File: config.mk
export PLATFORM = sky130hd
export DESIGN_NAME = nco_sync_top
export DESIGN_NICKNAME = d
export VERILOG_FILES = /design/src/rtl/nco_sync_pkg.sv /design/src/rtl/nco_sync_trig.sv /design/src/rtl/nco_sync_arm.sv /design/src/rtl/nco_sync_cdc.sv /design/src/rtl/nco_sync_seq.sv /design/src/rtl/nco_sync_top.sv
export SDC_FILE = /design/constraint.sdc
export NUM_CORES = 1
export LEC_CHECK = 0
export ABC_AREA = 1
export BUFFER_PORTS_ARGS = -buffer_cell sky130_fd_sc_hd__buf_2
export CAP_MARGIN = 20
export CORE_MARGIN = 5
export CORE_UTILIZATION = 40
export DETAILED_ROUTE_END_ITERATION = 8
export PLACE_DENSITY = 0.65
export SYNTH_ARGS = -nofsm -noshare
export SYNTH_HDL_FRONTEND = slang
export SYNTH_SLANG_ARGS = --single-unit
File: constraint.sdc
create_clock -name clk_i -period 1.55 [get_ports clk_i]
set_input_delay 0.155 -clock clk_i [delete_from_list [all_inputs] [get_ports clk_i]]
set_output_delay 0.155 -clock clk_i [all_outputs]
set_load 0.01 [all_outputs]
File: src/rtl/nco_sync_pkg.sv
package nco_sync_pkg;

  typedef enum logic [1:0] {
    TRIG_SYSREF   = 2'd0,
    TRIG_BND_RISE = 2'd1,
    TRIG_BND_FALL = 2'd2,
    TRIG_NONE     = 2'd3
  } trig_sel_e;

  typedef enum logic [1:0] {
    ST_IDLE  = 2'd0,
    ST_ARMED = 2'd1,
    ST_PEND  = 2'd2,
    ST_DONE  = 2'd3
  } seq_state_e;

  localparam int unsigned NUM_PATHS = 2;
  localparam int unsigned PATH_RX   = 0;
  localparam int unsigned PATH_TX   = 1;

  // Edge qualification from the current and previous input levels.
  function automatic logic trig_hit(input trig_sel_e sel,
                                    input logic sr_now, input logic sr_prev,
                                    input logic bd_now, input logic bd_prev);
    logic hit;
    case (sel)
      TRIG_SYSREF:   hit = sr_now & ~sr_prev;
      TRIG_BND_RISE: hit = bd_now & ~bd_prev;
      TRIG_BND_FALL: hit = ~bd_now & bd_prev;
      default:       hit = 1'b0;
    endcase
    return hit;
  endfunction

endpackage

File: src/rtl/nco_sync_trig.sv
module nco_sync_trig
  import nco_sync_pkg::*;
(
  input  logic       clk_i,
  input  logic       rst_ni,
  input  logic [1:0] sel_i,
  input  logic       sysref_i,
  input  logic       bnd_i,
  output logic       trig_o
);

  logic sr_prev_q, bd_prev_q;

  always_ff @(posedge clk_i or negedge rst_ni) begin
    if (!rst_ni) begin
      sr_prev_q <= 1'b0;
      bd_prev_q <= 1'b0;
    end else begin
      sr_prev_q <= sysref_i;
      bd_prev_q <= bnd_i;
    end
  end

  assign trig_o = trig_hit(trig_sel_e'(sel_i), sysref_i, sr_prev_q, bnd_i, bd_prev_q);


  trig_none_quiet_chk: assert property (@(posedge clk_i) disable iff (!rst_ni)
    (sel_i == TRIG_NONE) |-> !trig_o);

endmodule

File: src/rtl/nco_sync_arm.sv
module nco_sync_arm (
  input  logic clk_i,
  input  logic rst_ni,
  input  logic arm_i,
  output logic evt_o
);

  // Reset high: a level already high at reset release is not an arm event.
  logic prev_q;

  always_ff @(posedge clk_i or negedge rst_ni) begin
    if (!rst_ni) prev_q <= 1'b1;
    else         prev_q <= arm_i;
  end

  assign evt_o = arm_i & ~prev_q;

endmodule

File: src/rtl/nco_sync_cdc.sv
module nco_sync_cdc #(
  parameter int unsigned STAGES = 2
) (
  input  logic clk_i,
  input  logic rst_ni,
  input  logic d_i,
  output logic q_o
);

  logic [STAGES-1:0] stg_q;

  always_ff @(posedge clk_i or negedge rst_ni) begin
    if (!rst_ni) stg_q <= '0;
    else         stg_q <= {stg_q[STAGES-2:0], d_i};
  end

  assign q_o = stg_q[STAGES-1];

endmodule

File: src/rtl/nco_sync_seq.sv
module nco_sync_seq
  import nco_sync_pkg::*;
#(
  parameter int unsigned NP = NUM_PATHS
) (
  input  logic          clk_i,
  input  logic          rst_ni,
  input  logic          master_i,
  input  logic          trig_i,
  input  logic          sync_seen_i,
  input  logic [NP-1:0] arm_evt_i,
  output logic          sync_out_o,
  output logic [NP-1:0] nco_rst_o,
  output logic          done_o
);

  seq_state_e    state_q, state_d;
  logic [NP-1:0] armed_q, armed_d, pulse_q, pulse_d;
  logic          sync_q, sync_d, done_q, done_d;

  // Named internal events.
  logic any_evt, launch, fire;

  assign any_evt = |arm_evt_i;
  assign launch  = master_i && trig_i && (state_q == ST_ARMED);
  assign fire    = trig_i && (master_i ? (state_q == ST_PEND)
                                       : ((state_q == ST_ARMED) && sync_seen_i));

  always_comb begin
    state_d = state_q;
    armed_d = armed_q | arm_evt_i;
    pulse_d = '0;
    sync_d  = master_i ? sync_q : 1'b0;
    done_d  = any_evt ? 1'b0 : done_q;
    case (state_q)
      ST_IDLE, ST_DONE: if (any_evt) state_d = ST_ARMED;
      ST_ARMED: if (launch) begin
        state_d = ST_PEND;
        sync_d  = 1'b1;
      end
      default: ;
    endcase
    if (fire) begin
      state_d = ST_DONE;
      pulse_d = armed_q;
      armed_d = '0;
      sync_d  = 1'b0;
      done_d  = 1'b1;
    end
  end

  always_ff @(posedge clk_i or negedge rst_ni) begin
    if (!rst_ni) begin
      state_q <= ST_IDLE;
      armed_q <= '0;
      pulse_q <= '0;
      sync_q  <= 1'b0;
      done_q  <= 1'b0;
    end else begin
      state_q <= state_d;
      armed_q <= armed_d;
      pulse_q <= pulse_d;
      sync_q  <= sync_d;
      done_q  <= done_d;
    end
  end

  assign sync_out_o = sync_q;
  assign nco_rst_o  = pulse_q;
  assign done_o     = done_q;


  pulse_single_chk: assert property (@(posedge clk_i) disable iff (!rst_ni)
    (|pulse_q) |=> (pulse_q == '0));


  pulse_armed_chk: assert property (@(posedge clk_i) disable iff (!rst_ni)
    (|pulse_q) |-> ((pulse_q & ~$past(armed_q)) == '0));


  sync_rise_chk: assert property (@(posedge clk_i) disable iff (!rst_ni)
    $rose(sync_q) |-> $past(trig_i));


  sync_fall_chk: assert property (@(posedge clk_i) disable iff (!rst_ni)
    ($fell(sync_q) && master_i) |-> done_q);


  done_hold_chk: assert property (@(posedge clk_i) disable iff (!rst_ni)
    (done_q && !any_evt) |=> (done_q && !sync_q && (pulse_q == '0)));


  slave_wait_chk: assert property (@(posedge clk_i) disable iff (!rst_ni)
    (!master_i && (state_q == ST_ARMED) && trig_i && !sync_seen_i) |=> (state_q == ST_ARMED));

endmodule

File: src/rtl/nco_sync_top.sv
module nco_sync_top
  import nco_sync_pkg::*;
#(
  parameter int unsigned SYNC_STAGES = 2
) (
  input  logic       clk_i,
  input  logic       rst_ni,
  input  logic       master_mode_i,
  input  logic [1:0] trig_sel_i,
  input  logic       sysref_i,
  input  logic       boundary_i,
  input  logic       rx_arm_i,
  input  logic       tx_arm_i,
  input  logic       sync_in_i,
  output logic       sync_out_o,
  output logic       sync_oe_o,
  output logic       nco_rst_rx_o,
  output logic       nco_rst_tx_o,
  output logic       done_o
);

  logic                 trig;
  logic                 sync_seen;
  logic [NUM_PATHS-1:0] arm_lvl, arm_evt, nco_rst;

  assign arm_lvl[PATH_RX] = rx_arm_i;
  assign arm_lvl[PATH_TX] = tx_arm_i;

  nco_sync_trig u_trig (
    .clk_i    (clk_i),
    .rst_ni   (rst_ni),
    .sel_i    (trig_sel_i),
    .sysref_i (sysref_i),
    .bnd_i    (boundary_i),
    .trig_o   (trig)
  );

  for (genvar p = 0; p < NUM_PATHS; p++) begin : g_arm
    nco_sync_arm u_arm (
      .clk_i  (clk_i),
      .rst_ni (rst_ni),
      .arm_i  (arm_lvl[p]),
      .evt_o  (arm_evt[p])
    );
  end

  nco_sync_cdc #(.STAGES(SYNC_STAGES)) u_cdc (
    .clk_i  (clk_i),
    .rst_ni (rst_ni),
    .d_i    (sync_in_i),
    .q_o    (sync_seen)
  );

  nco_sync_seq #(.NP(NUM_PATHS)) u_seq (
    .clk_i       (clk_i),
    .rst_ni      (rst_ni),
    .master_i    (master_mode_i),
    .trig_i      (trig),
    .sync_seen_i (sync_seen),
    .arm_evt_i   (arm_evt),
    .sync_out_o  (sync_out_o),
    .nco_rst_o   (nco_rst),
    .done_o      (done_o)
  );

  assign sync_oe_o    = master_mode_i;
  assign nco_rst_rx_o = nco_rst[PATH_RX];
  assign nco_rst_tx_o = nco_rst[PATH_TX];


  slave_pin_quiet_chk: assert property (@(posedge clk_i) disable iff (!rst_ni)
    !master_mode_i |=> !sync_out_o);

endmodule

==> metrics.cfg, run 1 <==
[routing]
routed_wl_um=1160
drt_pass1_iterations=4
wl_per_cell_um=10.8
vias=495
routed_via_density=4.63
drtAntennaViolNets=0
drc_errors=0
drt-initial-drc-count=3

[setup_path]
cp.arrival_ps=1590
r2r_cells=9
max_stage_delay_ps=420
crit_family=simple AND/OR/NAND/NOR gates
crit_path_max_fanout=4
crit_buf_inv=1
critPathKind=reg2reg
worstPathCellList=inv_1 -> ha_2 -> nand3_2 -> nand2_2 -> nand4_4 -> a21oi_4 -> nand2_2 -> nand2_1 -> nand2_1
r2r_end=u_seq.state_q[1]
cp-end-kind=register
slowest_stage=dfrtp_1
critPathLaunchType=register
r2r_setup_slack_ps=130
reg2reg_from=u_seq.state_q[1]
crit_required_ps=1720

[logic_synthesis]
synthTopCellsByArea=dfrtp_1 47%, inv_1 8.7%, dfstp_2 8.1%
yosysWarnings=0
netlist_area_um2=646
netlist_instances=68
synth_nets=81
synth_cell_types=16
synth_top_area_share_pct=46.5
avgSynthCellArea_um2=9.49
synth_area_leader_cell=dfrtp_1
ys_seq_elements=14
ys_seq_area_share_pct=54.7

[layout]
multi_input_area_um2=231
diodes=0
fill_cells=146
fin_util_pct=54.1
drive_gt1_share_pct=31.9
seqCellArea_um2=353
fin_cells=107
nNetsFinal=105
area_delta_synth_final_pct=27.7

[sta]
worst_slack_ps=129
maxClockFrequency_ghz=0.704
finalSetupViolations=0
fin_skew_ps=1.02
worstMarginPinSlew_ps=300
max_slew_margin_pct=80.0
grt_setup_unrepaired=no
min_period_ps=1420
hold_violations=0
slew_viol_final=0
post-route-period-util_pct=91.7
fin_setup_tns_ps=0

[floorplan]
die-height_um=50.2
io_pins=15
die_w_um=50.2
rows=14
start_util_pct=42.4
die-area_um2=2520
core_area_um2=1520

[power]
ir_drop_v=0.000696
total_power_mw=1.11
cellPowerDensity_nw_per_um2=1350
p_leak_nw=0.467

[global_route]
grt_max_degree=15
grt_pass1_vias=490
overflow=0
grt_pass1_wl_um=1970
antenna_found_initial=0
track_usage_pct=10.0

[run_status]
status=finished clean

[hold_path]
hold_class=in2reg
holdPathStages=1
hold_end=u_trig.bd_prev_q
worstHoldStart=boundary_i

[clock_tree]
numCtsBuffers=3
clk_pin_slew_ps=80
clock_path_buffers=2
clock_sinks=14
cts-root-buf=clkbuf_4
clkLatencyLatePin_ps=270
cts-htree-levels=1
cts_tree=done

[placed_design]
dp_slack_ps=75.3
place_congestion=0.722
dp_cells=97
port_buffers=14
dp_hpwl_um=864

[job]
cap_violations=0

-- logic make-up after synthesis --
| kind of cell | Yosys count | share of synthesized area [%] |
|---|---|---|
| compound gates | 6 | 6.98 |
| fa+ha+maj | 3 | 5.81 |
| buf+inv | 16 | 9.88 |
| flops | 14 | 54.7 |
| simple gates | 29 | 22.7 |
-- synthesized netlist by cell type --
| cell | number |
|---|---|
| dfstp_2 | 2 |
| ha_1 | 3 |
| nand2_1 | 10 |
| nand3_1 | 1 |
| nor2_1 | 11 |
| nand4_1 | 1 |
| nand3_2 | 1 |
| a21oi_4 | 1 |
| nand4_4 | 1 |
| o21ai_0 | 3 |
| inv_1 | 15 |
| o21a_1 | 1 |
| dfrtp_1 | 12 |
| o22ai_1 | 1 |
| buf_4 | 1 |
| nand2_2 | 4 |
-- cells in the final DEF, fill, tap and decap left out, drive strengths merged, types with 2 or more instances in the layout --
cell / netlist / layout
buf: 1 / 15
clkbuf: 0 / 4
dfrtp: 12 / 12
dfstp: 2 / 2
dlygate4sd3: 0 / 5
ha: 3 / 3
inv: 15 / 15
nand2: 14 / 14
nand3: 2 / 2
nand4: 2 / 2
nor2: 11 / 11
o21ai: 3 / 3
-- worst max-delay path by stage --
stage,from,to,slack (ps),cells past startpoint
finish,u_seq.state_q[1],u_seq.state_q[1],130,9
global route,u_seq.state_q[1],u_seq.state_q[1],6,9
CTS,u_seq.state_q[1],u_seq.state_q[1],60,9
detailed placement,u_seq.state_q[1],u_seq.state_q[1],80,9
global placement,u_seq.state_q[1],u_seq.state_q[1],120,9
floorplan,u_seq.state_q[1],u_seq.state_q[1],240,9
-- metrics by stage --
step                area (um^2)  hold WS, ps
finish                      825         12.6
CTS                         815         4.14
global placement            728         56.4
floorplan                   646         -141
detailed placement          728         62.1
global route                825         2.97
-- area by class of cell --
cell class / count / area share (%)
clock buffers: 4 / 4.40
inverters: 15 / 6.83
multi-input cells: 38 / 28.1
flip-flops and latches: 14 / 42.8
well taps: 16 / 2.43
repair buffers: 20 / 15.5
-- flip-flops by register name, indices dropped and copies added, names as in the netlist --
| register | flops |
|---|---|
| u_trig.bd_prev_q | 1 |
| g_arm.u_arm.prev_q | 2 |
| u_seq.sync_out_o | 1 |
| u_seq.armed_q | 2 |
| u_trig.sr_prev_q | 1 |
| u_cdc.stg_q | 2 |
| u_seq.done_o | 1 |
| u_seq.nco_rst_o | 2 |
| u_seq.state_q | 2 |
-- layer usage --
metal / wire, um / GRT usage, %
met5: 0 / 0
met1: 517 / 13.5
met3: 43 / 1.78
met2: 589 / 15.3
met4: 10 / 5.24
-- where the power goes --
part           total (mW)  switching (mW)  internal [mW]
Combinational       0.374           0.212          0.162
Sequential          0.481          0.0436          0.437
Clock               0.257           0.115          0.143
-- timing repair --
| action | in CTS | in global routing |
|---|---|---|
| endpoints found under the hold margin | 16 | 0 |
| hold buffers | 5 | 0 |
| endpoints found under the setup margin | 0 | 2 |
| resized for setup | 0 | 1 |
| setup buffers | 0 | 1 |
Note: power is estimated with default switching activity, not from simulation.
==> run 2, diff against run 1 <==
--- a/config.mk
+++ b/config.mk
@@ -11,4 +11,5 @@
 export CORE_MARGIN = 5
 export CORE_UTILIZATION = 40
+export CTS_BUF_LIST = sky130_fd_sc_hd__clkbuf_8
 export DETAILED_ROUTE_END_ITERATION = 8
 export PLACE_DENSITY = 0.65
==> constraint.sdc (replaced) <==
create_clock -name clk_i -period 1.55 [get_ports clk_i]
set_input_delay 0.155 -clock clk_i [delete_from_list [all_inputs] [get_ports clk_i]]
set_output_delay 0.155 -clock clk_i [all_outputs]
set_load 0.005 [all_outputs]
==> metrics.cfg, run 2 (synthesized netlist as in run 1, its figures left out) <==
[floorplan]
core_area_um2=1520  ; unchanged
io_pins=15  ; unchanged
rows=14  ; unchanged
die_w_um=50.2  ; unchanged
die-height_um=50.2  ; unchanged
die-area_um2=2520  ; unchanged
start_util_pct=42.4  ; unchanged

[layout]
final_common_cell=inv_1
area_delta_synth_final_pct=24.4
fill_cells=145  ; -0.68%
drive_gt1_share_pct=33.3  ; +1.5 points
fin_cells=103  ; -3.7%
diodes=0  ; unchanged
final_cell_mix=15 x inv_1, 14 x buf_2, 12 x dfrtp_1
nNetsFinal=101  ; -3.8%

[clock_tree]
cts-htree-levels=1  ; unchanged
clk_pin_slew_ps=60  ; -20 ps
clkLatencyLatePin_ps=240  ; -30 ps
clock_sinks=14  ; unchanged
cts-root-buf=clkbuf_8
clock_path_buffers=2  ; unchanged
numCtsBuffers=3  ; unchanged
cts_tree=done

[sta]
max_slew_margin_pct=80.1  ; about the same
worstMarginPinSlew_ps=299  ; -1.19 ps
maxClockFrequency_ghz=0.706  ; +0.27%
finalSetupViolations=0  ; unchanged
slew_viol_final=0  ; unchanged
fin_setup_tns_ps=0  ; unchanged
hold_violations=0  ; unchanged
grt_setup_unrepaired=no
fin_skew_ps=0.777  ; -0.248 ps
post-route-period-util_pct=91.4  ; -0.25 points
min_period_ps=1420  ; -3.88 ps

[routing]
wl_per_cell_um=10.9  ; +0.66%
vias=463  ; -6.5%
drtAntennaViolNets=0  ; unchanged
drt_pass1_iterations=3  ; -1
drc_errors=0  ; unchanged
drt-initial-drc-count=3  ; unchanged
routed_via_density=4.50  ; -2.8%
routed_wl_um=1120  ; -3.1%

[global_route]
use_met3_pct=2.66  ; +0.89 points
grt_pass1_vias=488  ; -0.41%
use_met2_pct=16.9  ; +1.7 points
antenna_found_initial=0  ; unchanged
overflow=0  ; unchanged
grt_pass1_wl_um=2010  ; +1.7%
track_usage_pct=10.4  ; +0.38 points
grtUsageMet1_pct=12.6  ; -0.91 points
grt_max_degree=15  ; unchanged
top_usage_layer=met2

[setup_path]
crit_required_ps=1670  ; -50 ps
crit_path_end=u_seq.state_q[1]
r2r_end=u_seq.state_q[1]
worstPathCellList=inv_1 -> ha_2 -> nand3_2 -> nand2_2 -> nand4_4 -> a21oi_4 -> nand2_2 -> nand2_1 -> nand2_1
reg2reg_from=u_seq.state_q[1]
max_stage_delay_ps=410  ; about the same
critPathKind=reg2reg
cp-end-kind=register
cp-startpoint=u_seq.state_q[1]
crit_buf_inv=1  ; unchanged
path_depth=9  ; unchanged
critPathLaunchType=register
crit_family=simple AND/OR/NAND/NOR gates
cp.arrival_ps=1540  ; -50 ps
crit_path_max_fanout=4  ; unchanged
r2r_cells=9  ; unchanged
slowest_stage=dfrtp_1
r2r_setup_slack_ps=130  ; about the same

[power]
cellPowerDensity_nw_per_um2=1470  ; +9.0%
p_leak_nw=0.459  ; -1.9%
ir_drop_v=0.000932  ; +34%

[placed_design]
dp_hpwl_um=864  ; unchanged
place_congestion=0.722  ; unchanged
port_buffers=14  ; unchanged
dp_cells=97  ; unchanged

[job]
cap_violations=0  ; unchanged

[run_status]
status=finished clean

[hold_path]
hold_class=in2reg

[run 2: cell types whose count changed in the layout (fill, tap and decap cells not counted), sizes merged]
cell         before  now
dlygate4sd3       5    1
[run 2: timing repair]
action / CTS / global route
buffers inserted: 0 / 1
resized for setup: 0 / 1
hold buffers: 1 / 0
setup endpoints to repair: 0 / 2
endpoints found under the hold margin: 12 / 0
[run 2: worst min-delay path by stage]
stage,endpoint,cells after the start,from
floorplan,u_cdc.stg_q[0],0,rst_ni
finish,u_cdc.stg_q[0],1,sync_in_i
CTS,u_cdc.stg_q[0],1,sync_in_i
detailed placement,u_cdc.stg_q[0],1,rst_ni
global placement,u_cdc.stg_q[0],1,rst_ni
global route,g_arm[1].u_arm.prev_q,1,tx_arm_i
[run 2: per-layer routing]
| layer | wire, um | up-vias |
|---|---|---|
| met5 | 0 | - |
| met4 | 18 | 0 |
| met3 | 39 | 2 |
| met2 | 586 | 6 |
| met1 | 479 | 216 |
| li1 | - | 239 |
[run 2: where the power goes]
part	internal, mW	leakage (nW)	switching (mW)
Clock	0.224	0.0288	0.118
Combinational	0.155	0.263	0.201
Sequential	0.438	0.166	0.0435
[run 2: through the flow]
stage / util [%] / worst slack [ps] / hold slack [ps] / power (mW) / instance area (um^2)
after floorplan: - / 244 / -141 / 0.750 / 646
after global routing: 52.7 / 10.2 / 15.5 / 1.29 / 803
after CTS: 52.1 / 66.1 / 18.0 / 1.19 / 793
after detailed placement: 47.8 / 75.3 / 62.1 / 0.843 / 728
after global placement: 47.8 / 116 / 56.4 / 0.830 / 728
final: 52.7 / 133 / 22.4 / 1.18 / 803
[run 2: cell type report]
class | instances | area [um^2] | share of cell area [%]
Sequential cell | 14 | 353 | 43.9
Multi-Input combinational cell | 38 | 231 | 28.8
Timing Repair Buffer | 16 | 87.6 | 10.9
Inverter | 15 | 56.3 | 7.01
Clock buffer | 4 | 55.1 | 6.85
Tap cell | 16 | 20.0 | 2.49
[run 2: worst register-to-register path, delay by kind of cell (launching register included)]
kind	cells	cell delay, ps
buffers and inverters	1	70
AO/OA/AOI/OAI	1	190
flip-flops	1	410
adder cells (fa/ha/maj)	1	200
AND/OR/NAND/NOR	6	440
